$ cat config.mk
export PLATFORM = sky130hd
export DESIGN_NAME = sample_fifo_wport
export DESIGN_NICKNAME = d
export VERILOG_FILES = /design/src/rtl/sfw_pkg.sv /design/src/rtl/sfw_ctrl.sv /design/src/rtl/sfw_dpath.sv /design/src/rtl/sample_fifo_wport.sv
export SDC_FILE = /design/constraint.sdc
export NUM_CORES = 1
export LEC_CHECK = 0
export BUFFER_PORTS_ARGS = -buffer_cell sky130_fd_sc_hd__buf_2
export CAP_MARGIN = 25
export CORE_MARGIN = 10
export CORE_UTILIZATION = 54
export DETAILED_ROUTE_END_ITERATION = 10
export GPL_TIMING_DRIVEN = 0
export PLACE_DENSITY_LB_ADDON = 0.25
export SKIP_CTS_REPAIR_TIMING = 1
export SLEW_MARGIN = 40
export SYNTH_ARGS = -nofsm -noshare
export SYNTH_HDL_FRONTEND = slang
export SYNTH_SLANG_ARGS = --single-unit
$ cat constraint.sdc
create_clock -name clk -period 2.85 [get_ports clk]
set_clock_uncertainty 0.1 [all_clocks]
set_input_delay 0.285 -clock clk [delete_from_list [all_inputs] [get_ports clk]]
set_output_delay 0.285 -clock clk [all_outputs]
set_load 0.005 [all_outputs]
$ cat src/rtl/sfw_pkg.sv
package sfw_pkg;

  typedef enum logic [1:0] {
    SZ_BYTE = 2'd0,
    SZ_HALF = 2'd1,
    SZ_WORD = 2'd2,
    SZ_RSVD = 2'd3
  } sfw_size_e;

  // strobes from control to datapath
  typedef struct packed {
    logic       ldLo;    // write low byte of entry at write pointer
    logic       ldHi;    // write high byte of entry at write pointer
    logic       ldPair;  // write two entries from a 32-bit store
    logic [1:0] adv;     // write pointer advance: 0, 1 or 2
    logic       pop;     // advance read pointer
  } sfw_strb_t;

endpackage

$ cat src/rtl/sfw_ctrl.sv
module sfw_ctrl
  import sfw_pkg::*;
#(
  parameter int DEPTH = 16,
  parameter int CNT_W = $clog2(DEPTH + 1)
) (
  input  logic             clk,
  input  logic             rstN,
  input  logic             wrEn,
  input  logic [1:0]       wrAddr,
  input  logic [1:0]       wrSize,
  input  logic             popEn,
  input  logic             wrPtrOdd,
  output sfw_strb_t        strb,
  output logic [CNT_W-1:0] count,
  output logic             full,
  output logic             empty
);

  localparam logic [CNT_W-1:0] CntMax  = CNT_W'(DEPTH);
  localparam logic [CNT_W-1:0] CntTwo  = CNT_W'(DEPTH - 2);

  sfw_size_e  sizeSel;
  logic [1:0] pendQ, pendD;
  logic [1:0] laneBit;
  logic       hasRoom, twoRoom, accept, commit;
  logic [CNT_W-1:0] countD;

  assign sizeSel = sfw_size_e'(wrSize);
  assign full    = (count == CntMax);
  assign empty   = (count == '0);
  assign hasRoom = !full;
  assign twoRoom = (count <= CntTwo);
  assign laneBit = wrAddr[0] ? 2'b10 : 2'b01;

  always_comb begin
    strb   = '0;
    accept = 1'b0;
    commit = 1'b0;
    pendD  = pendQ;
    if (wrEn) begin
      unique case (sizeSel)
        SZ_BYTE: begin
          accept = !wrAddr[1] && hasRoom;
          if (accept) begin
            strb.ldLo = !wrAddr[0];
            strb.ldHi = wrAddr[0];
            commit    = ((pendQ | laneBit) == 2'b11);
            strb.adv  = commit ? 2'd1 : 2'd0;
            pendD     = commit ? 2'b00 : (pendQ | laneBit);
          end
        end
        SZ_HALF: begin
          accept = !wrAddr[1] && hasRoom;
          if (accept) begin
            strb.ldLo = 1'b1;
            strb.ldHi = 1'b1;
            strb.adv  = 2'd1;
            pendD     = 2'b00;
          end
        end
        SZ_WORD: begin
          accept = !wrPtrOdd && twoRoom;
          if (accept) begin
            strb.ldPair = 1'b1;
            strb.adv    = 2'd2;
            pendD       = 2'b00;
          end
        end
        default: accept = 1'b0;
      endcase
    end
    strb.pop = popEn && !empty;
    countD   = count + CNT_W'(strb.adv) - CNT_W'(strb.pop);
  end

  always_ff @(posedge clk or negedge rstN) begin
    if (!rstN) begin
      count <= '0;
      pendQ <= '0;
    end else begin
      count <= countD;
      pendQ <= pendD;
    end
  end

  // a store into a full FIFO with no pop leaves the count alone
  a_r6_full_drop: assert property (@(posedge clk) disable iff (!rstN)
    (wrEn && full && !popEn) |=> $stable(count));

  // misaligned narrow stores are dropped
  a_r3_misalign_drop: assert property (@(posedge clk) disable iff (!rstN)
    (wrEn && wrSize != 2'd2 && wrAddr[1] && !popEn) |=> $stable(count));

  // a word store with one free slot is dropped
  a_r7_one_slot_drop: assert property (@(posedge clk) disable iff (!rstN)
    (wrEn && wrSize == 2'd2 && count == CNT_W'(DEPTH - 1) && !popEn) |=> $stable(count));

  // popping an empty FIFO with no store keeps it empty
  a_r10_empty_pop: assert property (@(posedge clk) disable iff (!rstN)
    (popEn && empty && !wrEn) |=> empty);

  // the count never passes the depth
  a_r6_no_overflow: assert property (@(posedge clk) disable iff (!rstN)
    count <= CntMax);

endmodule

$ cat src/rtl/sfw_dpath.sv
module sfw_dpath
  import sfw_pkg::*;
#(
  parameter int DEPTH = 16,
  parameter int IDX_W = $clog2(DEPTH)
) (
  input  logic             clk,
  input  logic             rstN,
  input  sfw_strb_t        strb,
  input  logic [31:0]      wrData,
  input  logic [IDX_W-1:0] rdAddr,
  output logic [15:0]      rdData,
  output logic [15:0]      headData,
  output logic             wrPtrOdd
);

  logic [IDX_W-1:0] wrPtr, rdPtr, wrPtrNx1;
  logic [15:0]      memArr [DEPTH];

  assign wrPtrNx1 = wrPtr + 1'b1;
  assign wrPtrOdd = wrPtr[0];

  for (genvar i = 0; i < DEPTH; i++) begin : g_ent
    logic [15:0] entQ;
    always_ff @(posedge clk) begin
      if (strb.ldPair && wrPtr == IDX_W'(i)) begin
        entQ <= wrData[15:0];
      end else if (strb.ldPair && wrPtrNx1 == IDX_W'(i)) begin
        entQ <= wrData[31:16];
      end else if (wrPtr == IDX_W'(i)) begin
        if (strb.ldLo) entQ[7:0]  <= wrData[7:0];
        if (strb.ldHi) entQ[15:8] <= wrData[15:8];
      end
    end
    assign memArr[i] = entQ;
  end

  always_ff @(posedge clk or negedge rstN) begin
    if (!rstN) begin
      wrPtr <= '0;
      rdPtr <= '0;
    end else begin
      wrPtr <= wrPtr + IDX_W'(strb.adv);
      if (strb.pop) rdPtr <= rdPtr + 1'b1;
    end
  end

  assign rdData   = memArr[rdAddr];
  assign headData = memArr[rdPtr];

  // the write pointer moves by at most two slots per cycle
  a_r11_ptr_step: assert property (@(posedge clk) disable iff (!rstN)
    (IDX_W'(wrPtr - $past(wrPtr)) <= IDX_W'(2)));

  // a paired store leaves the pointer even
  a_r5_pair_even: assert property (@(posedge clk) disable iff (!rstN)
    strb.ldPair |=> !wrPtr[0]);

endmodule

$ cat src/rtl/sample_fifo_wport.sv
module sample_fifo_wport
  import sfw_pkg::*;
#(
  parameter int DEPTH = 16,
  parameter int IDX_W = $clog2(DEPTH),
  parameter int CNT_W = $clog2(DEPTH + 1)
) (
  input  logic             clk,
  input  logic             rstN,
  input  logic             wrEn,
  input  logic [1:0]       wrAddr,
  input  logic [1:0]       wrSize,
  input  logic [31:0]      wrData,
  input  logic             popEn,
  input  logic [IDX_W-1:0] rdAddr,
  output logic [15:0]      rdData,
  output logic [15:0]      headData,
  output logic [CNT_W-1:0] fifoCount,
  output logic             fifoFull,
  output logic             fifoEmpty
);

  sfw_strb_t strb;
  logic      wrPtrOdd;

  sfw_ctrl #(.DEPTH(DEPTH), .CNT_W(CNT_W)) u_ctrl (
    .clk      (clk),
    .rstN     (rstN),
    .wrEn     (wrEn),
    .wrAddr   (wrAddr),
    .wrSize   (wrSize),
    .popEn    (popEn),
    .wrPtrOdd (wrPtrOdd),
    .strb     (strb),
    .count    (fifoCount),
    .full     (fifoFull),
    .empty    (fifoEmpty)
  );

  sfw_dpath #(.DEPTH(DEPTH), .IDX_W(IDX_W)) u_dpath (
    .clk      (clk),
    .rstN     (rstN),
    .strb     (strb),
    .wrData   (wrData),
    .rdAddr   (rdAddr),
    .rdData   (rdData),
    .headData (headData),
    .wrPtrOdd (wrPtrOdd)
  );

endmodule

==> summary.md, run 1 <==
| Metric | Value |
|---|---|
| Number of global-route vias before repair | 9,864 |
| Die extent in x | 186.5 um |
| Min-delay worst type | in -> reg |
| Hpwl dp | 29.78 mm |
| N_diodes | 0 |
| Critical R2R Launch | u_ctrl.count[3]$_DFF_PN0_ |
| Top post-synthesis cells by area | edfxtp_1 51%, mux4_2 19%, mux2_2 8.7% |
| Pin count of the biggest net entering global routing | 16 |
| Share of cells above drive strength 1 | 0.4345 |
| Syn Nets | 1,052 |
| Number of max-cap violations | 0 |
| Synth area leader | edfxtp_1 |
| Core Region | 27,100 sq um |
| Worst setup EP type | primary output |
| EDFF count, synth | 256 |
| CTS tree | done |
| Endpoints failing setup | 48 |
| Sequential share of power | 0.362 |
| Most frequent cell after synthesis | edfxtp_1 |
| Ys async rst share | 0.05535 |
| Synth top cells by count | 256 x edfxtp_1, 174 x clkbuf_1, 128 x mux4_2, 115 x mux2_2, 64 x a22oi_1 |
| Nets | 1,192 |
| Worst skew pair latency | 0.56 ns |
| Slew headroom | 0.3714 |
| CTS sink count | 271 |
| Tcrit/Tclk final | 1.015 |
| Synthesized instance count | 990 |
| CP Launch Type | primary input |
| CTS Buf Count | 29 |
| Die Footprint | 34,770 sq um |
| Hold_ws | 0.02765 ns |
| Fin worst setup slack | -0.04411 ns |
| WL per Instance | 30.56 um |
| Setup TNS | -0.7115 ns |
| Ys Warns | 0 |
| Clk root buf | clkbuf_16 |
| Placed cell area | 15,850 sq um |
| Clk buf depth | 3 |
| Clock-pin slew on the worst setup and hold paths | 0.07 ns |
| RSZ-0062 raised after global routing | yes |
| Seq/Total Area, Yosys | 0.5388 |
| Iter 0 DRT Violations | 1,509 |
| Via count | 10,020 |
| Share of the synthesized area in the top cell type | 0.5137 |
| PortBufs | 64 |
| Antenna violations before repair | 0 |
| Seq cells post-synth | 271 |
| Logic pwr share | 0.356 |
| Min-Delay Path Depth | 2 |
| Htree depth | 1 |
| Area added between synthesis and finish | 18.65% |
| Worst R2R End | u_dpath.g_ent[9].entQ[13]$_DFFE_PP_ |
| Fin area | 17,760 sq um |
| Status | finished, violations left |
| Hold path endpoint | u_dpath.g_ent[15].entQ[10]$_DFFE_PP_ |
| Num ports | 83 |
| Power share of the clock group | 0.282 |
| Tmin final | 2.894 ns |
| GR Util All Layers | 0.2491 |
| Switching power | 4.354 mW |
| Initial DRT Pass Iterations | 7 |
| R2R Setup Slk | -0.03 ns |
| Leakage power | 6.024 nW |
| Peak fanout along the critical path | 10 |
| CP arrival | 2.51 ns |
| Final hold vios | 0 |
| Total gr overflow | 0 |
| Initial Util | 0.5522 |
| Pre-CTS setup slack | -0.4870 ns |
| Yosys cell types | 50 |
| Max IR drop VDD | 0.5824 mV |
| Hold Crit Start | wrData[26] |
| Chip height | 186.5 um |
| GP Congestion | 0.9007 |
| Worst-Margin Slew | 0.9429 ns |
| Setup CP Type | in -> out |
| Internal power | 8.827 mW |
| Vias/cell | 6.569 |
| Max Slew Vio Count | 0 |
| Post-DRT Antenna Nets | 0 |
| Power Density | 742.3 nW/um^2 |
| FF-to-FF path depth | 6 |
| Synthesized area per cell | 15.12 sq um |
| Required time worst endpoint | 2.47 ns |
| Cell area after synthesis | 14,970 sq um |
| # rows | 60 |
| Fmax achieved | 0.3455 GHz |
| Switching Share | 0.3303 |
| Main synth FF type | edfxtp_1 |
| Global-route wire length before repair | 64.04 mm |
| Total Wirelength | 46.60 mm |
| Drt drc | 0 |
| Failing checks | setup timing |
==> layout make-up <==
type | instances | area (sq um)
Clock inverter | 20 | 181.4
Tap cell | 372 | 465.4
Buffer | 203 | 954.7
Multi-Input combinational cell | 496 | 6280
Timing Repair Buffer | 112 | 998.5
Sequential cell | 271 | 8066
Fill cell | 1903 | 9344
Clock buffer | 34 | 744.5
Inverter | 17 | 66.31
==> how the worst max path moves through the flow <==
stage | startpoint | to | depth (start not counted)
floorplan | u_ctrl.count[4]$_DFF_PN0_ | u_ctrl.count[4]$_DFF_PN0_ | 12
global placement | u_ctrl.count[2]$_DFF_PN0_ | u_dpath.g_ent[6].entQ[5]$_DFFE_PP_ | 7
detailed placement | u_ctrl.count[2]$_DFF_PN0_ | u_dpath.g_ent[4].entQ[5]$_DFFE_PP_ | 7
CTS | u_dpath.rdPtr[1]$_DFFE_PN0P_ | headData[4] | 6
global route | u_ctrl.count[3]$_DFF_PN0_ | u_dpath.g_ent[9].entQ[13]$_DFFE_PP_ | 6
finish | rdAddr[1] | rdData[1] | 6
==> cells by family after synthesis <==
group,count (synthesis),share of synthesized area
simple gates,124,0.04030
fa+ha+maj,18,0.01605
flops,271,0.5388
buf+inv,223,0.06120
compound gates,86,0.04456
xor+xnor,8,0.004682
mux,260,0.2945
==> worst max-delay path: stages <==
cell	delay, ns
clkbuf_1	0.55
clkbuf_1	0.77
mux4_2	0.43
a22oi_1	0.25
nand2_1	0.08
buf_2	0.14
==> registers in the layout (all words and copies together) (netlist names) <==
register and count:
u_dpath.wrPtr 4, u_dpath.g_ent.entQ 256, u_dpath.rdPtr 4, u_ctrl.count 5, u_ctrl.pendQ 2
==> routing by layer <==
| metal | up-vias | part of all wire | GRT usage |
|---|---|---|---|
| met4 | 0 | 0.043 | 0.08623 |
| met2 | 697 | 0.48 | 0.3958 |
| met1 | 5120 | 0.36 | 0.3272 |
| li1 | 4068 | - | - |
| met5 | - | 0 | 0 |
| met3 | 133 | 0.11 | 0.06350 |
==> layout by cell type, fill, tap and decap left out, types with 3 or more instances in the layout <==
cell type	count
edfxtp_1	256
clkbuf_1	157
mux4_2	128
mux2_2	115
buf_2	76
a22oi_1	62
nand2_1	42
clkbuf_16	29
nor2_4	26
buf_12	24
buf_4	17
dlygate4sd3_1	17
inv_1	15
clkbuf_2	14
ha_1	14
dfrtp_1	12
mux2_4	10
nor2b_1	9
nor2_2	8
nor2_1	8
buf_6	7
mux2_1	7
clkinv_2	7
clkinv_1	6
xnor2_1	5
and2_1	5
a21oi_1	4
nand2_2	3
buf_8	3
clkbuf_4	3
xor2_1	3
o211ai_1	3
bufinv_16	3
dfrtp_2	3
==> per-stage QoR <==
step	std cells	utilization	total power, mW
floorplan	990	-	7.499
global placement	1426	0.5812	8.854
detailed placement	1426	0.5847	8.961
CTS	1480	0.6189	12.62
global route	1525	0.6552	13.58
finish	1525	0.6552	13.18
==> power groups by stage <==
stage	sequential (mW)	clock [mW]	combinational (mW)
final	4.77	3.72	4.69
after detailed placement	4.81	0	4.15
after global routing	4.79	3.87	4.92
after floorplan	4.77	0	2.73
after CTS	4.73	3.72	4.16
after global placement	4.80	0	4.05
Note: power is estimated with default switching activity, not from simulation.
==> inputs of run 2 (changes only) <==
==> constraint.sdc (replaced) <==
create_clock -name clk -period 2.4 [get_ports clk]
set_clock_uncertainty 0.1 [all_clocks]
set_input_delay 0.24 -clock clk [delete_from_list [all_inputs] [get_ports clk]]
set_output_delay 0.24 -clock clk [all_outputs]
set_load 0.005 [all_outputs]
==> summary.md, run 2 (synthesis gave the netlist of run 1 again) <==
| Metric | Value |
|---|---|
| Commonest non-fill, non-tap cell in the layout | edfxtp_1 |
| # rows | 60 (unchanged) |
| Iter 0 DRT Violations | 1,604 (+6.3%) |
| Vias/cell | 6.549 (-0.31%) |
| Chip height | 186.5 um (unchanged) |
| Share of cells above drive strength 1 | 0.4653 (+0.03078) |
| CP arrival | 2.58 ns (+0.07 ns) |
| Hpwl dp | 30.51 mm (+2.5%) |
| Antenna violations before repair | 4 (+4) |
| Final core occ | 0.6711 (+0.01593) |
| Num ports | 83 (unchanged) |
| Drt drc | 0 (unchanged) |
| Setup CP Type | reg -> out |
| Initial Util | 0.5522 (unchanged) |
| Nets | 1,207 (+1.3%) |
| Worst setup EP type | primary output |
| Worst skew pair latency | 0.54 ns (-0.02 ns) |
| Area added between synthesis and finish | 21.54% |
| Metal-1 WL | 16.93 mm (about the same) |
| Number of global-route vias before repair | 9,942 (+0.79%) |
| Worst-Margin Slew | 0.7942 ns (-0.1487 ns) |
| Power Density | 915.0 nW/um^2 (+23%) |
| Fillers | 1,827 (-4.0%) |
| Power, Total | 16.64 mW (+26%) |
| Leakage power | 6.200 nW (+2.9%) |
| Core Region | 27,100 sq um (unchanged) |
| Required time worst endpoint | 2.06 ns (-0.41 ns) |
| Clk root buf | clkbuf_16 |
| Failing checks | setup timing |
| Tcrit/Tclk final | 1.218 |
| Highest routed layer | met4 |
| WL per Instance | 30.74 um (+0.60%) |
| Max Slew Vio Count | 0 (unchanged) |
| GR Util All Layers | 0.2506 (+0.001531) |
| CTS tree | done |
| Pre-CTS setup slack | -0.7842 ns (-0.2972 ns) |
| GP Congestion | 0.8947 (-0.67%) |
| Most frequent cells in the layout | 256 x edfxtp_1, 158 x clkbuf_1, 128 x mux4_2 |
| Total Wirelength | 47.44 mm (+1.8%) |
| Pin count of the biggest net entering global routing | 16 (unchanged) |
| Fmax achieved | 0.3420 GHz |
| Global-route wire length before repair | 64.75 mm (+1.1%) |
| Via count | 10,110 (+0.87%) |
| Wire length on met3 | 6.433 mm (+25%) |
| Clock-pin slew on the worst setup and hold paths | 0.06 ns (about the same) |
| Slew headroom | 0.4705 (+0.09912) |
| Top flop regs | u_dpath.g_ent.entQ: 256 flops, u_ctrl.count: 5 flops |
| Initial DRT Pass Iterations | 5 (-2) |
| Max FFs per register | 256 (unchanged) |
| FF-to-FF path depth | 13 (+7) |
| Storage cell area | 8066 sq um (unchanged) |
| Htree depth | 1 (unchanged) |
| Tmin final | 2.924 ns |
| Clk buf depth | 3 (unchanged) |
| PortBufs | 64 (unchanged) |
| Final hold vios | 0 (unchanged) |
| Met2 wire length | 22.27 mm (-1.0%) |
| Post-DRT Antenna Nets | 0 (unchanged) |
| Total gr overflow | 0 (unchanged) |
| Die Footprint | 34,770 sq um (unchanged) |
| Peak fanout along the critical path | 6 (-4) |
| Status | finished, violations left |
| Fin worst setup slack | -0.5240 ns (-0.4799 ns) |
| CTS Buf Count | 29 (unchanged) |
| CTS sink count | 271 (unchanged) |
| RSZ-0062 raised after global routing | yes |
| Die extent in x | 186.5 um (unchanged) |
| Number of max-cap violations | 0 (unchanged) |
| Min-delay worst type | in -> async |
| CP Launch Type | flip-flop |
| Max IR drop VDD | 0.7385 mV (+27%) |
| Most flops, register | u_dpath.g_ent.entQ |
| Area of the multi-input gates | 6445 sq um (+2.6%) |
| Endpoints failing setup | 365 (+660%) |
-- run 2: changes by cell type in the layout (fill, tap and decap cells not counted), moves of 4 or more --
cell	before	now
clkbuf_16	29	35
buf_4	17	24
buf_2	76	68
clkbuf_4	3	7
buf_12	24	20
buf_6	7	21
a22oi_2	2	26
diode_2	0	4
a22oi_1	62	38
-- run 2: where the power goes --
part           internal [mW]  switching (mW)  total, mW
combinational           3.16            3.47       6.63
clock                   2.53            1.81       4.34
sequential              5.43           0.253       5.68
total                   11.1            5.53       16.6
-- run 2: through the flow --
step	instance area [sq um]	hold WS [ns]	instances	TNS, ns
final	18190	0.02882	1543	-68.12
after global routing	18180	0.02673	1540	-94.34
after CTS	16860	-0.4997	1479	-191.07
after detailed placement	15950	0.07100	1426	-170.89
after global placement	15930	0.06888	1426	-177.75
after floorplan	15140	-0.1556	990	-3.760
-- run 2: cell type report --
cell class / instances / share of cell area
clock buffers: 37 / 0.04155
plain buffers: 204 / 0.05902
diodes: 4 / 0.0005503
inverters: 17 / 0.003646
multi-input cells: 496 / 0.3543
clock inverters: 16 / 0.008186
well taps: 372 / 0.02559
flip-flops and latches: 271 / 0.4435
repair buffers: 126 / 0.06363
-- run 2: critical path, cell delays in order (launching register included) --
cell,delay (ns)
dfrtp_2,0.55
buf_12,0.19
buf_16,0.16
mux4_2,0.55
a22oi_2,0.28
nand2_1,0.14
buf_2,0.16
-- run 2: final timing paths --
| kind | from | to | slack, ns |
|---|---|---|---|
| min in group clk | wrData[25] | u_dpath.g_ent[15].entQ[9]$_DFFE_PP_ | 0.03 |
| max reg2reg | u_ctrl.count[3]$_DFF_PN0_ | u_ctrl.count[4]$_DFF_PN0_ | -0.40 |
| max in group asynchronous | rstN | u_dpath.rdPtr[0]$_DFFE_PN0P_ | 1.88 |
| max | u_dpath.rdPtr[0]$_DFFE_PN0P_ | headData[4] | -0.52 |
| min reg2reg | u_dpath.wrPtr[0]$_DFF_PN0_ | u_dpath.wrPtr[0]$_DFF_PN0_ | 0.41 |
| min | rstN | u_ctrl.pendQ[0]$_DFFE_PN0P_ | 0.03 |
-- run 2: routing by layer --
layer,global-route usage,vias to the layer above
li1,-,4104
met1,0.3378,5134
met2,0.3954,750
met3,0.05922,117
met4,0.07971,0
met5,0,-
